$ cat src/rtl/conc_rr_pick.sv
module conc_rr_pick #(
  parameter int N_TILES = 6,
  localparam int SEL_W  = $clog2(N_TILES)
) (
  input  logic [N_TILES-1:0] req_i,
  input  logic [SEL_W-1:0]   ptr_i,
  output logic               found_o,
  output logic [SEL_W-1:0]   idx_o
);
  // scan downward so the lowest offset from ptr wins
  always_comb begin
    found_o = 1'b0;
    idx_o   = '0;
    for (int k = N_TILES - 1; k >= 0; k--) begin
      int p;
      p = (int'(ptr_i) + k) % N_TILES;
      if (req_i[p]) begin
        found_o = 1'b1;
        idx_o   = SEL_W'(p);
      end
    end
  end
endmodule

$ cat src/rtl/conc_tx_combiner.sv
module conc_tx_combiner #(
  parameter int N_TILES = 6,
  parameter int DATA_W  = 16,
  localparam int SEL_W  = $clog2(N_TILES),
  localparam int PKT_W  = DATA_W + SEL_W
) (
  input  logic                        clk_i,
  input  logic                        rst_ni,
  input  logic [N_TILES-1:0]          tile_valid_i,
  input  logic [N_TILES*DATA_W-1:0]   tile_data_i,
  output logic [N_TILES-1:0]          tile_ready_o,
  output logic                        pkt_valid_o,
  output logic [PKT_W-1:0]            pkt_data_o,
  input  logic                        pkt_ready_i
);
  logic [SEL_W-1:0]  ptr_q, pick;
  logic              found, load;
  logic [DATA_W-1:0] word [N_TILES];

  for (genvar t = 0; t < N_TILES; t++) begin : g_unpack
    assign word[t]         = tile_data_i[t*DATA_W +: DATA_W];
    assign tile_ready_o[t] = load && (pick == SEL_W'(t));
  end

  conc_rr_pick #(.N_TILES(N_TILES)) u_pick (
    .req_i   (tile_valid_i),
    .ptr_i   (ptr_q),
    .found_o (found),
    .idx_o   (pick)
  );

  assign load = found && (!pkt_valid_o || pkt_ready_i);

  always_ff @(posedge clk_i or negedge rst_ni) begin
    if (!rst_ni) begin
      pkt_valid_o <= 1'b0;
      pkt_data_o  <= '0;
      ptr_q       <= '0;
    end else if (load) begin
      pkt_valid_o <= 1'b1;
      pkt_data_o  <= {pick, word[pick]};
      ptr_q       <= (pick == SEL_W'(N_TILES - 1)) ? '0 : pick + 1'b1;
    end else if (pkt_ready_i) begin
      pkt_valid_o <= 1'b0;
    end
  end

  AST_TX_HOLD: assert property (@(posedge clk_i) disable iff (!rst_ni)
    pkt_valid_o && !pkt_ready_i |=> pkt_valid_o && $stable(pkt_data_o));
  AST_ONE_GRANT: assert property (@(posedge clk_i) disable iff (!rst_ni)
    $onehot0(tile_ready_o) && ((tile_ready_o & ~tile_valid_i) == '0));
  AST_PTR_IDLE: assert property (@(posedge clk_i) disable iff (!rst_ni)
    (tile_valid_i == '0) |=> $stable(ptr_q));
  AST_PTR_RANGE: assert property (@(posedge clk_i) disable iff (!rst_ni)
    int'(ptr_q) < N_TILES);
  AST_SRC_TAG: assert property (@(posedge clk_i) disable iff (!rst_ni)
    pkt_valid_o |-> int'(pkt_data_o[PKT_W-1 -: SEL_W]) < N_TILES);
endmodule

$ cat src/rtl/conc_rx_steer.sv
module conc_rx_steer #(
  parameter int N_TILES = 6,
  parameter int DATA_W  = 16,
  localparam int SEL_W  = $clog2(N_TILES),
  localparam int PKT_W  = DATA_W + SEL_W,
  localparam int SEL_N  = 1 << SEL_W
) (
  input  logic                        clk_i,
  input  logic                        rst_ni,
  input  logic                        pkt_valid_i,
  input  logic [PKT_W-1:0]            pkt_data_i,
  output logic                        pkt_ready_o,
  output logic [N_TILES-1:0]          tile_valid_o,
  output logic [N_TILES*DATA_W-1:0]   tile_data_o,
  input  logic [N_TILES-1:0]          tile_ready_i,
  output logic                        err_o
);
  logic [SEL_W-1:0]  sel;
  logic [DATA_W-1:0] payload;
  logic              bad;
  logic [SEL_N-1:0]  free_pad;

  assign sel     = pkt_data_i[PKT_W-1 -: SEL_W];
  assign payload = pkt_data_i[DATA_W-1:0];
  assign bad     = int'(sel) >= N_TILES;

  always_comb begin
    free_pad = '0;
    free_pad[N_TILES-1:0] = ~tile_valid_o | tile_ready_i;
  end

  assign pkt_ready_o = bad || free_pad[sel];

  for (genvar t = 0; t < N_TILES; t++) begin : g_slot
    logic hit;
    assign hit = pkt_valid_i && pkt_ready_o && (sel == SEL_W'(t));

    always_ff @(posedge clk_i or negedge rst_ni) begin
      if (!rst_ni) begin
        tile_valid_o[t]                  <= 1'b0;
        tile_data_o[t*DATA_W +: DATA_W]  <= '0;
      end else if (hit) begin
        tile_valid_o[t]                  <= 1'b1;
        tile_data_o[t*DATA_W +: DATA_W]  <= payload;
      end else if (tile_ready_i[t]) begin
        tile_valid_o[t]                  <= 1'b0;
      end
    end

    AST_RX_HOLD: assert property (@(posedge clk_i) disable iff (!rst_ni)
      tile_valid_o[t] && !tile_ready_i[t] |=>
        tile_valid_o[t] && $stable(tile_data_o[t*DATA_W +: DATA_W]));
  end

  always_ff @(posedge clk_i or negedge rst_ni) begin
    if (!rst_ni) err_o <= 1'b0;
    else         err_o <= pkt_valid_i && bad;
  end

  AST_BAD_DROP: assert property (@(posedge clk_i) disable iff (!rst_ni)
    pkt_valid_i && bad |=> err_o && ((tile_valid_o & ~$past(tile_valid_o)) == '0));
  AST_STEER: assert property (@(posedge clk_i) disable iff (!rst_ni)
    pkt_valid_i && pkt_ready_o && !bad |=> tile_valid_o[$past(sel)]);
endmodule

$ cat src/rtl/tile_port_concentrator.sv
module tile_port_concentrator #(
  parameter int N_TILES = 6,
  parameter int DATA_W  = 16,
  localparam int SEL_W  = $clog2(N_TILES),
  localparam int PKT_W  = DATA_W + SEL_W
) (
  input  logic                        clk_i,
  input  logic                        rst_ni,
  input  logic [N_TILES-1:0]          tile_tx_valid_i,
  input  logic [N_TILES*DATA_W-1:0]   tile_tx_data_i,
  output logic [N_TILES-1:0]          tile_tx_ready_o,
  output logic                        rtr_tx_valid_o,
  output logic [PKT_W-1:0]            rtr_tx_data_o,
  input  logic                        rtr_tx_ready_i,
  input  logic                        rtr_rx_valid_i,
  input  logic [PKT_W-1:0]            rtr_rx_data_i,
  output logic                        rtr_rx_ready_o,
  output logic [N_TILES-1:0]          tile_rx_valid_o,
  output logic [N_TILES*DATA_W-1:0]   tile_rx_data_o,
  input  logic [N_TILES-1:0]          tile_rx_ready_i,
  output logic                        err_o
);
  conc_tx_combiner #(.N_TILES(N_TILES), .DATA_W(DATA_W)) u_tx (
    .clk_i        (clk_i),
    .rst_ni       (rst_ni),
    .tile_valid_i (tile_tx_valid_i),
    .tile_data_i  (tile_tx_data_i),
    .tile_ready_o (tile_tx_ready_o),
    .pkt_valid_o  (rtr_tx_valid_o),
    .pkt_data_o   (rtr_tx_data_o),
    .pkt_ready_i  (rtr_tx_ready_i)
  );

  conc_rx_steer #(.N_TILES(N_TILES), .DATA_W(DATA_W)) u_rx (
    .clk_i        (clk_i),
    .rst_ni       (rst_ni),
    .pkt_valid_i  (rtr_rx_valid_i),
    .pkt_data_i   (rtr_rx_data_i),
    .pkt_ready_o  (rtr_rx_ready_o),
    .tile_valid_o (tile_rx_valid_o),
    .tile_data_o  (tile_rx_data_o),
    .tile_ready_i (tile_rx_ready_i),
    .err_o        (err_o)
  );

  AST_RST_QUIET: assert property (@(posedge clk_i)
    !rst_ni |-> !rtr_tx_valid_o && (tile_rx_valid_o == '0) && !err_o);
endmodule

$ cat config.mk
export PLATFORM = sky130hd
export DESIGN_NAME = tile_port_concentrator
export DESIGN_NICKNAME = d
export VERILOG_FILES = /design/src/rtl/conc_rr_pick.sv /design/src/rtl/conc_tx_combiner.sv /design/src/rtl/conc_rx_steer.sv /design/src/rtl/tile_port_concentrator.sv
export SDC_FILE = /design/constraint.sdc
export NUM_CORES = 1
export LEC_CHECK = 0
export ABC_AREA = 1
export BUFFER_PORTS_ARGS = -buffer_cell sky130_fd_sc_hd__buf_2
export CORE_MARGIN = 1
export CORE_UTILIZATION = 45
export DETAILED_ROUTE_END_ITERATION = 10
export GPL_TIMING_DRIVEN = 0
export PLACE_DENSITY_LB_ADDON = 0.25
export SETUP_SLACK_MARGIN = 0.2
export SLEW_MARGIN = 25
export SYNTH_ARGS = -nofsm -noshare
export SYNTH_HDL_FRONTEND = slang
export SYNTH_SLANG_ARGS = --single-unit
$ cat constraint.sdc
create_clock -name clk_i -period 6.9 [get_ports clk_i]
set_input_delay 0.345 -clock clk_i [delete_from_list [all_inputs] [get_ports clk_i]]
set_output_delay 0.345 -clock clk_i [all_outputs]
set_load 0.02 [all_outputs]
==> reports/metrics.cfg, run 1 <==
[run_status]
outcome=complete, no violations

[grt]
grt_pass1_vias=6578
grt_overflow=0
antenna_found_initial=0
grt_usage_pct=28.9
grt_pass1_wl_mm=33.1
grt_max_degree=87

[logic_synthesis]
muxShareOfSynthArea_pct=0.151
avgSynthCellArea_sq_um=7.39
synth_edf_count=0
synth_compound_area_share_pct=10.2
yosys.area.top_type_share_pct=47.4
synth_seq_cells=126
netlist_area_sq_um=6650
seq_area_frac_synth_pct=47.4
ys_async_sr_fraction_pct=100
ys_warn_count=0
synthSimpleGateAreaFrac_pct=32.2
yosys.area_share.adder_pct=2.07
synth_xor_area_share_pct=0.132
synthFlopType=dfrtp_1
synth_top_family_by_area=simple AND/OR/NAND/NOR gates
syn-instance-count=899
yosys.area.top_type=dfrtp_1
synth_nets=1041
synth_commonest_cells=nand2_1 (318), dfrtp_1 (126), o21ai_0 (112), nand3_1 (81), inv_1 (68)
ys_top_cells_by_area=dfrtp_1 (47%), nand2_1 (18%), o21ai_0 (8.4%)
synth_most_common_cell=nand2_1
synth_cell_type_count=32

[final_layout]
fin_util_pct=61.0
stdcell_area_sq_um=8830
drive_above_1_share_pct=28.2
area_growth_pct=32.8
layoutNonFillerInstCount=1377
nNetsFinal=1322
antenna_cells=0

[clock_network]
cts.path.max_buffers=2
clk_pin_slew_ps=60
ctsResizeCount=0
insertion_delay_ps=410
cts_root_buf=clkbuf_16
numCtsBuffers=17
cts-htree-levels=4
cts_setup_buffers=0
cts.sinks=126
cts_tree=built
cts_hold_buf=1

[setup_path]
critPathCaptureType=primary output
path_class=register to primary output
crit_path_top_delay_cell=dfrtp_1
slowest_delay_ps=550
start_kind=register
timing.rr.start=u_tx.ptr_q[0]
crit_path_start=u_tx.ptr_q[0]
path_delay_family=simple AND/OR/NAND/NOR gates
worst_path_most_repeated_cell=nand2_1
crit_arrival_ps=4470
path_max_fanout=10
cp_num_buf_inv=8
crit_required_ps=6550

[routing]
drt_iter0_markers=426
vias_per_cell=5.16
drtAntennaViolNets=0
vias=7103
drt_first_pass_iters=5
drt-wirelength-per-cell_um=15.7
drt_wl_total_mm=21.6
drc=0

[die]
fp-row-count=44
core_sq_um=14500
dieArea_sq_um=15300
start_util_pct=45.9
die_h_um=124
fp.dieW_um=124
ios=261

[job]
maxCapViolCount=0

[pwr]
p_sw_w=0.00293
power.density_nw_per_um2=637
power_frac_clock_pct=16.1
switching_share_pct=52.1
pwr-share-comb_pct=64.7
pwr-share-seq_pct=19.3
p_int_w=0.00269
ir_drop_v=0.000736
power.leakage_nw=4.98

[placement]
place.gp.congestion=0.916
dp_cells=1344
port_buffers=260
place_area_sq_um=8220
hpwl_mm=16.3

[timing]
finalHoldViolations=0
tightest_slew_ps=701
setup_tns_ps=0
rsz0062_at_grt=no
fin_worst_skew_ps=9.34
report.final.setup_viol=0
maxSlewViolCount=0
slew_headroom_pct=53.3
holdWs_ps=123
fin_crit_sh_pct=69.8
fmax_mhz=208
period_minus_slack_ps=4820

[min_path]
min-delay-start=tile_rx_ready_i[4]
min_path_type=input port to register

[final timing paths]
path | to | slack [ps] | cells past startpoint
max in group asynchronous | u_tx.ptr_q[0] | 5750 | 3
hold reg to reg | u_rx.tile_data_o[18] | 480 | 2
setup / recovery | tile_tx_ready_o[3] | 2080 | 30
min in group asynchronous | u_rx.tile_data_o[69] | 400 | 2
hold / removal | u_rx.tile_valid_o[4] | 120 | 2
setup reg to reg | u_tx.ptr_q[2] | 2720 | 28
[worst reg2reg max path, delay by kind of cell (launching register included)]
family / cells / cell delay (ps)
and+or+nand+nor: 18 / 1440
buffers and inverters: 5 / 880
adders and majority gates: 3 / 830
DFF: 1 / 550
AOI/OAI and AO/OA: 2 / 370
[through the flow]
| stage | setup slack, ps | total power, W |
|---|---|---|
| CTS | 2070 | 0.00561 |
| global placement | 2570 | 0.00465 |
| detailed placement | 2520 | 0.00469 |
| global route | 1570 | 0.00617 |
| finish | 2080 | 0.00562 |
| floorplan | 3110 | 0.00373 |
[cell families after synthesis]
family | Yosys count
AOI/OAI and AO/OA | 129
xor gates and xnor gates | 1
adders and majority gates | 11
buffers and inverters | 126
DFF | 126
muxes | 1
and+or+nand+nor | 505
[cell usage in the layout (no fill, tap or decap), types with 4 or more instances in the layout]
cell type  Yosys  layout
nand4_1       32      32
nand2_1      318     318
inv_1         68      68
clkbuf_16      0      17
nand2_2        4       4
o21ai_0      112     112
ha_1          11      11
inv_2         13      13
clkinv_4       0       5
buf_2         14     273
nor2_1        60      60
o21ai_1        6       6
dfrtp_1      126     126
nand3_1       81      81
clkbuf_1      25      27
[cell type report]
type | count | area [sq um]
multi-input combinational | 647 | 2970
buffer | 44 | 213
fill | 1363 | 5650
sequential | 126 | 3150
clock buffer | 22 | 474
timing repair buffer | 262 | 1350
tap | 184 | 230
inverter | 82 | 308
clock inverter | 10 | 129
[power by group through the flow]
stage               logic, W  registers, W  clock network [W]
finish               0.00363       0.00108           0.000904
global route         0.00412       0.00111           0.000944
CTS                  0.00362       0.00108           0.000907
detailed placement   0.00360       0.00109                  0
global placement     0.00356       0.00109                  0
floorplan            0.00242       0.00131                  0
[sequential cells by signal, summed over array words and instances, names as in the netlist]
signal	cells
u_rx.tile_valid_o	6
u_tx.pkt_data_o	19
u_rx.tile_data_o	96
u_rx.err_o	1
u_tx.pkt_valid_o	1
u_tx.ptr_q	3
[layer usage]
layer	up-vias	share of wire (%)	GRT usage, %
met2	294	49	49.1
met4	0	3.0	11.3
met5	-	0	0
li1	3465	-	-
met3	49	6.2	6.41
met1	3295	42	35.7
Power figures use the tool's default switching activity.
==> run 2: changes to the inputs <==
Settings changed: ABC_AREA 1 to 0.
Clock period 6.9 ns to 4.5 ns, I/O delays scaled along.
==> reports/metrics.cfg, run 2 <==
[logic_synthesis]
synth_seq_cells=126  ; unchanged
netlist_area_sq_um=6650  ; about the same
synth_commonest_cells=dfrtp_1 (126), mux2_2 (100), a21oi_1 (58), o21ai_0 (57), nand3_1 (55)  ; was nand2_1 (318), dfrtp_1 (126), o21ai_0 (112), nand3_1 (81), inv_1 (68)
synth_nets=764  ; was 1041
avgSynthCellArea_sq_um=10.7  ; was 7.39 sq um
ys_warn_count=0  ; unchanged
synth_most_common_cell=dfrtp_1  ; was nand2_1
synthFlopType=dfrtp_1  ; unchanged
synth_edf_count=0  ; unchanged
synth_cell_type_count=54  ; was 32
seq_area_frac_synth_pct=47.4  ; about the same
ys_top_cells_by_area=dfrtp_1 (47%), mux2_2 (17%), a21oi_1 (4.4%)  ; was dfrtp_1 (47%), nand2_1 (18%), o21ai_0 (8.4%)
syn-instance-count=622  ; was 899
ys_async_sr_fraction_pct=100  ; unchanged
yosys.area.top_type=dfrtp_1  ; unchanged
yosys.area.top_type_share_pct=47.4  ; about the same

[clock_network]
numCtsBuffers=17  ; unchanged
cts-htree-levels=4  ; unchanged
cts.sinks=126  ; unchanged
cts.path.max_buffers=2  ; unchanged
clk_pin_slew_ps=60  ; about the same
insertion_delay_ps=410  ; about the same
cts_tree=built  ; unchanged
cts_root_buf=clkbuf_16  ; unchanged

[min_path]
holdPathStages=2  ; unchanged
min_path_type=input port to register  ; unchanged
min-delay-start=rtr_rx_data_i[15]  ; was tile_rx_ready_i[4]

[job]
maxCapViolCount=0  ; unchanged

[setup_path]
slowest_delay_ps=430  ; was 550 ps
path_class=register to primary output  ; unchanged
crit_arrival_ps=4040  ; was 4470 ps
crit_chain=buf_8 -> inv_1 -> ha_1 -> buf_4 -> a21o_4 -> ha_1 -> nand2b_4 -> o211ai_1 -> a21oi_2 -> o21ai_0 -> a31oi_1 -> o311ai_4 -> or2_2 -> clkbuf_4 -> buf_4 -> nor2_2 -> buf_4
crit_path_start=u_tx.ptr_q[2]  ; was u_tx.ptr_q[0]
path_max_fanout=10  ; unchanged
path_delay_family=compound AO/OA/AOI/OAI gates  ; was simple AND/OR/NAND/NOR gates
start_kind=register  ; unchanged
critPathCaptureType=primary output  ; unchanged
reg2regPathDepth=17  ; was 28
worst_path_most_repeated_cell=buf_4  ; was nand2_1
crit_required_ps=4280  ; was 6550 ps
timing.rr.start=u_tx.ptr_q[0]  ; unchanged
cp.depth=17  ; was 30
crit_path_top_delay_cell=dfrtp_1  ; unchanged
cp_num_buf_inv=6  ; was 8

[pwr]
power.leakage_nw=4.49  ; was 4.98 nW
ir_drop_v=0.000456  ; was 0.000736 V
power.density_nw_per_um2=854  ; was 637 nW/um^2

[routing]
vias=6311  ; was 7103
drc=0  ; unchanged
drt_iter0_markers=529  ; was 426
drtAntennaViolNets=0  ; unchanged
drt_wl_total_mm=20.7  ; was 21.6 mm
drt_first_pass_iters=5  ; unchanged
drt-wirelength-per-cell_um=18.5  ; was 15.7 um
vias_per_cell=5.64  ; was 5.16

[run_status]
outcome=complete, no violations  ; unchanged

[timing]
period_minus_slack_ps=4270
tightest_slew_ps=759  ; was 701 ps
report.final.setup_viol=0  ; unchanged
fin_worst_skew_ps=11.2  ; was 9.34 ps
finalHoldViolations=0  ; unchanged
fin_ws_ps=232  ; was 2080 ps
fmax_mhz=234
setup_tns_ps=0  ; unchanged
fin_crit_sh_pct=94.9
slew_headroom_pct=49.2  ; was 53.3%
rsz0062_at_grt=yes  ; was no
maxSlewViolCount=0  ; unchanged

[die]
ios=261  ; unchanged
fp-row-count=44  ; unchanged
fp.dieW_um=124  ; about the same
core_sq_um=14500  ; unchanged
start_util_pct=45.9  ; about the same
die_h_um=124  ; about the same
dieArea_sq_um=15300  ; about the same

[final_layout]
layout_commonest_cell=buf_2  ; was nand2_1
reg_top3=u_rx.tile_data_o: 96 flops, u_tx.pkt_data_o: 19 flops, u_rx.tile_valid_o: 6 flops  ; unchanged
nNetsFinal=1063  ; was 1322
regMostFlops=u_rx.tile_data_o  ; unchanged
antenna_cells=0  ; unchanged
largest_reg_flops=96  ; unchanged
mostFrequentLayoutCells=buf_2 (256), dfrtp_1 (124), mux2_2 (100), a21oi_1 (55), o21ai_0 (55)  ; was nand2_1 (318), buf_2 (273), dfrtp_1 (126), o21ai_0 (112), nand3_1 (81)
drive_above_1_share_pct=50.5  ; was 28.2%
area_growth_pct=38.9  ; was 32.8%

[placement]
port_buffers=259  ; was 260
preCtsSetupSlack_ps=-359  ; was 2520 ps
place.gp.congestion=0.927  ; was 0.916
hpwl_mm=15.0  ; was 16.3 mm

[grt]
grt_pass1_vias=5862  ; was 6578
antenna_found_initial=0  ; unchanged
grt_pass1_wl_mm=30.9  ; was 33.1 mm
grt_max_degree=77  ; was 87
grt_overflow=0  ; unchanged
grt_usage_pct=26.8  ; was 28.9%

[run 2: final timing paths]
| path | slack (ps) | endpoint |
|---|---|---|
| setup / recovery | 230 | tile_tx_ready_o[5] |
| hold / removal | 120 | u_rx.tile_data_o[63] |
| setup reg to reg | 600 | u_tx.pkt_data_o[12] |
| hold reg to reg | 480 | u_tx.pkt_data_o[18] |
| max in group asynchronous | 3480 | u_rx.tile_data_o[3] |
| min in group asynchronous | 320 | u_rx.tile_data_o[57] |
[run 2: cell families (layout without fill, tap and decap cells)]
kind of cell / after synthesis / count (layout) / synth area share [%]
AND/OR/NAND/NOR: 146 / 146 / 11.2
adder cells (fa/ha/maj): 12 / 12 / 2.22
multiplexers: 111 / 111 / 18.8
buffers and inverters: 53 / 365 / 3.41
flip-flops: 126 / 126 / 47.4
XOR/XNOR: 4 / 4 / 0.923
AO/OA/AOI/OAI: 170 / 170 / 16.0
[run 2: power by group]
part	total, W	internal [W]	leakage, nW	switching (W)
Sequential	0.00161	0.00145	1.53	0.000162
Combinational	0.00485	0.00190	2.65	0.00294
Clock	0.00143	0.000922	0.304	0.000510
[run 2: worst register-to-register path, delay by kind of cell, from the launching register on]
family          cells  cell delay (ps)
simple gates        3              890
flops               1              390
buf+inv             6              680
compound gates      5             1270
fa+ha+maj           2              440
xor+xnor            1              130
[run 2: through the flow]
stage / hold slack [ps] / total power (W) / utilization [%] / cell area, sq um / instances
floorplan: -70.6 / 0.00462 / - / 6650 / 622
global placement: 474 / 0.00577 / 56.4 / 8170 / 1065
detailed placement: 166 / 0.00583 / 56.8 / 8230 / 1067
CTS: 100 / 0.00755 / 62.3 / 9020 / 1106
global route: 119 / 0.00835 / 63.8 / 9230 / 1118
finish: 118 / 0.00789 / 63.8 / 9230 / 1118
[run 2: repair_timing]
| item | CTS | global route |
|---|---|---|
| resized for setup | 34 | 40 |
| pin swaps | 4 | 14 |
| endpoints found under the hold margin | 50 | 0 |
| hold buffers | 1 | 0 |
| setup buffers | 6 | 12 |
| setup endpoints to repair | 24 | 6 |
[run 2: cell type report]
cell class,count,area (sq um)
fillers,1238,5250
multi-input cells,443,3430
flip-flops and latches,126,3160
repair buffers,280,1490
clock buffers,21,470
plain buffers,42,249
well taps,184,230
clock inverters,11,155
inverters,11,46.3
[run 2: per-layer routing]
metal	share of wire (%)	GRT usage, %	vias to the layer above
met2	48	43.1	296
met3	8.1	7.29	43
met5	0	0	-
met1	41	34.9	3073
li1	-	-	2899
met4	2.3	9.04	0
==> run 3: changes to the inputs <==
Settings changed: ABC_AREA 0 to 1.
==> reports/metrics.cfg, run 3 (synthesis results as in run 1) <==
[clock_network]
insertion_delay_ps=410  ; about the same
cts_tree=built  ; unchanged
cts.sinks=126  ; unchanged
numCtsBuffers=17  ; unchanged
cts_root_buf=clkbuf_16  ; unchanged
clk_pin_slew_ps=60  ; about the same
cts.path.max_buffers=2  ; unchanged
cts-htree-levels=4  ; unchanged

[final_layout]
nNetsFinal=1337  ; was 1063
layout_commonest_cell=nand2_1  ; was buf_2
drive_above_1_share_pct=31.0  ; was 50.5%
area_growth_pct=36.4  ; was 38.9%
regMostFlops=u_rx.tile_data_o  ; unchanged
reg_top3=u_rx.tile_data_o: 96 flops, u_tx.pkt_data_o: 19 flops, u_rx.tile_valid_o: 6 flops  ; unchanged
mostFrequentLayoutCells=nand2_1 (309), buf_2 (271), dfrtp_1 (123), o21ai_0 (112), nand3_1 (78)  ; was buf_2 (256), dfrtp_1 (124), mux2_2 (100), a21oi_1 (55), o21ai_0 (55)
largest_reg_flops=96  ; unchanged
antenna_cells=0  ; unchanged

[min_path]
min_path_type=input port to register  ; unchanged

[grt]
grt_overflow=0  ; unchanged
grt_max_degree=87  ; was 77
antenna_found_initial=0  ; unchanged
grt_usage_pct=29.1  ; was 26.8%
grt_pass1_wl_mm=33.2  ; was 30.9 mm
grt.met2_usage_pct=49.5  ; was 43.1%
gr-usage-met3_pct=6.41  ; was 7.29%
grtUsageMet1_pct=35.8  ; was 34.9%
grt_pass1_vias=6598  ; was 5862
top_usage_layer=met2  ; unchanged

[timing]
fin_crit_sh_pct=91.8  ; was 94.9%
setup_tns_ps=0  ; unchanged
fmax_mhz=242  ; was 234 MHz
fin_ws_ps=370  ; was 232 ps
finalHoldViolations=0  ; unchanged
fin_worst_skew_ps=9.61  ; was 11.2 ps
tightest_slew_ps=713  ; was 759 ps
report.final.setup_viol=0  ; unchanged
slew_headroom_pct=52.4  ; was 49.2%
rsz0062_at_grt=yes  ; unchanged
maxSlewViolCount=0  ; unchanged
period_minus_slack_ps=4130  ; was 4270 ps

[setup_path]
worst_path_most_repeated_cell=nand2_1  ; was buf_4
crit_path_top_delay_cell=dfrtp_2  ; was dfrtp_1
path_class=register to primary output  ; unchanged
path_max_fanout=10  ; unchanged
start_kind=register  ; unchanged
critPathCaptureType=primary output  ; unchanged
path_delay_family=simple AND/OR/NAND/NOR gates  ; was compound AO/OA/AOI/OAI gates
cp_num_buf_inv=8  ; was 6
slowest_delay_ps=420  ; was 430 ps
crit_required_ps=4280  ; about the same
crit_arrival_ps=3910  ; was 4040 ps

[pwr]
power.leakage_nw=5.07  ; was 4.49 nW
ir_drop_v=0.00131  ; was 0.000456 V
power.density_nw_per_um2=1010  ; was 854 nW/um^2

[routing]
drt-wirelength-per-cell_um=15.9  ; was 18.5 um
drt_iter0_markers=474  ; was 529
drtAntennaViolNets=0  ; unchanged
vias_per_cell=5.18  ; was 5.64
vias=7209  ; was 6311
drc=0  ; unchanged
drt_wl_total_mm=22.1  ; was 20.7 mm
drt_first_pass_iters=5  ; unchanged

[placement]
hpwl_mm=16.3  ; was 15.0 mm
place.gp.congestion=0.916  ; was 0.927
preCtsSetupSlack_ps=239  ; was -359 ps
port_buffers=260  ; was 259

[die]
dieArea_sq_um=15300  ; about the same
start_util_pct=45.9  ; about the same
die_h_um=124  ; about the same
core_sq_um=14500  ; unchanged
fp.dieW_um=124  ; about the same
fp-row-count=44  ; unchanged
ios=261  ; unchanged

[run_status]
outcome=complete, no violations  ; unchanged

[job]
maxCapViolCount=0  ; unchanged

==> run 3: cell types whose count changed in the layout (fill, tap and decap cells not counted), moves of 40 or more <==
cell | previous run | this run
nand2_1 | 25 | 309
mux2_2 | 100 | 0
inv_1 | 7 | 66
o21ai_0 | 55 | 112
a21oi_1 | 55 | 3
nor2_1 | 18 | 58
==> run 3: stage by stage <==
step / instances / instance area [sq um] / power (W) / util, % / hold WS, ps
2_1_floorplan: 899 / 6650 / 0.00572 / - / -70.6
3_3_place_gp: 1343 / 8180 / 0.00712 / 56.5 / 423
3_5_place_dp: 1344 / 8220 / 0.00720 / 56.7 / 123
4_1_cts: 1380 / 8860 / 0.00864 / 61.2 / 9.79
5_1_grt: 1392 / 9070 / 0.00998 / 62.6 / 14.6
6_report: 1392 / 9070 / 0.00918 / 62.6 / 16.5
==> run 3: layout make-up <==
type                    instances  area [sq um]
fillers                      1342          5410
multi-input cells             647          3070
well taps                     184           230
clock inverters                10           129
plain buffers                  44           219
inverters                      82           313
clock buffers                  22           474
repair buffers                277          1470
flip-flops and latches        126          3160
==> run 3: final timing paths <==
check / startpoint / end / slack [ps] / cells past startpoint
max in group asynchronous: rst_ni / u_tx.ptr_q[1] / 3470 / 3
hold reg to reg: u_rx.tile_data_o[27] / u_rx.tile_data_o[27] / 480 / 2
setup / recovery: u_tx.ptr_q[0] / tile_tx_ready_o[3] / 370 / 28
setup reg to reg: u_tx.ptr_q[0] / u_tx.ptr_q[2] / 890 / 28
hold / removal: tile_rx_ready_i[5] / u_rx.tile_valid_o[5] / 20 / 2
min in group asynchronous: rst_ni / u_rx.tile_data_o[69] / 290 / 2
==> run 3: per-layer routing <==
metal / up-vias / part of all wire (%)
li1: 3493 / -
met1: 3332 / 41
met2: 332 / 49
met3: 52 / 6.9
met4: 0 / 2.8
met5: - / 0
==> run 3: power breakdown <==
group	internal (W)	total, W	switching (W)
Clock	0.000868	0.00139	0.000519
Combinational	0.00212	0.00614	0.00402
Sequential	0.00147	0.00166	0.000185
Total	0.00446	0.00918	0.00472
==> run 3: worst register-to-register path: cells and delay by family (launching register included) <==
family	cells	cell delay [ps]
compound gates	1	60
flops	1	420
simple gates	18	1740
buf+inv	6	650
fa+ha+maj	3	640
==> run 3: timing repair <==
action,4_1_cts,5_1_grt
pin swaps,0,8
hold buffers,2,0
endpoints found under the hold margin,41,0
gates resized for setup,5,31
cloned,0,0
buffers inserted,2,12
setup endpoints to repair,6,6
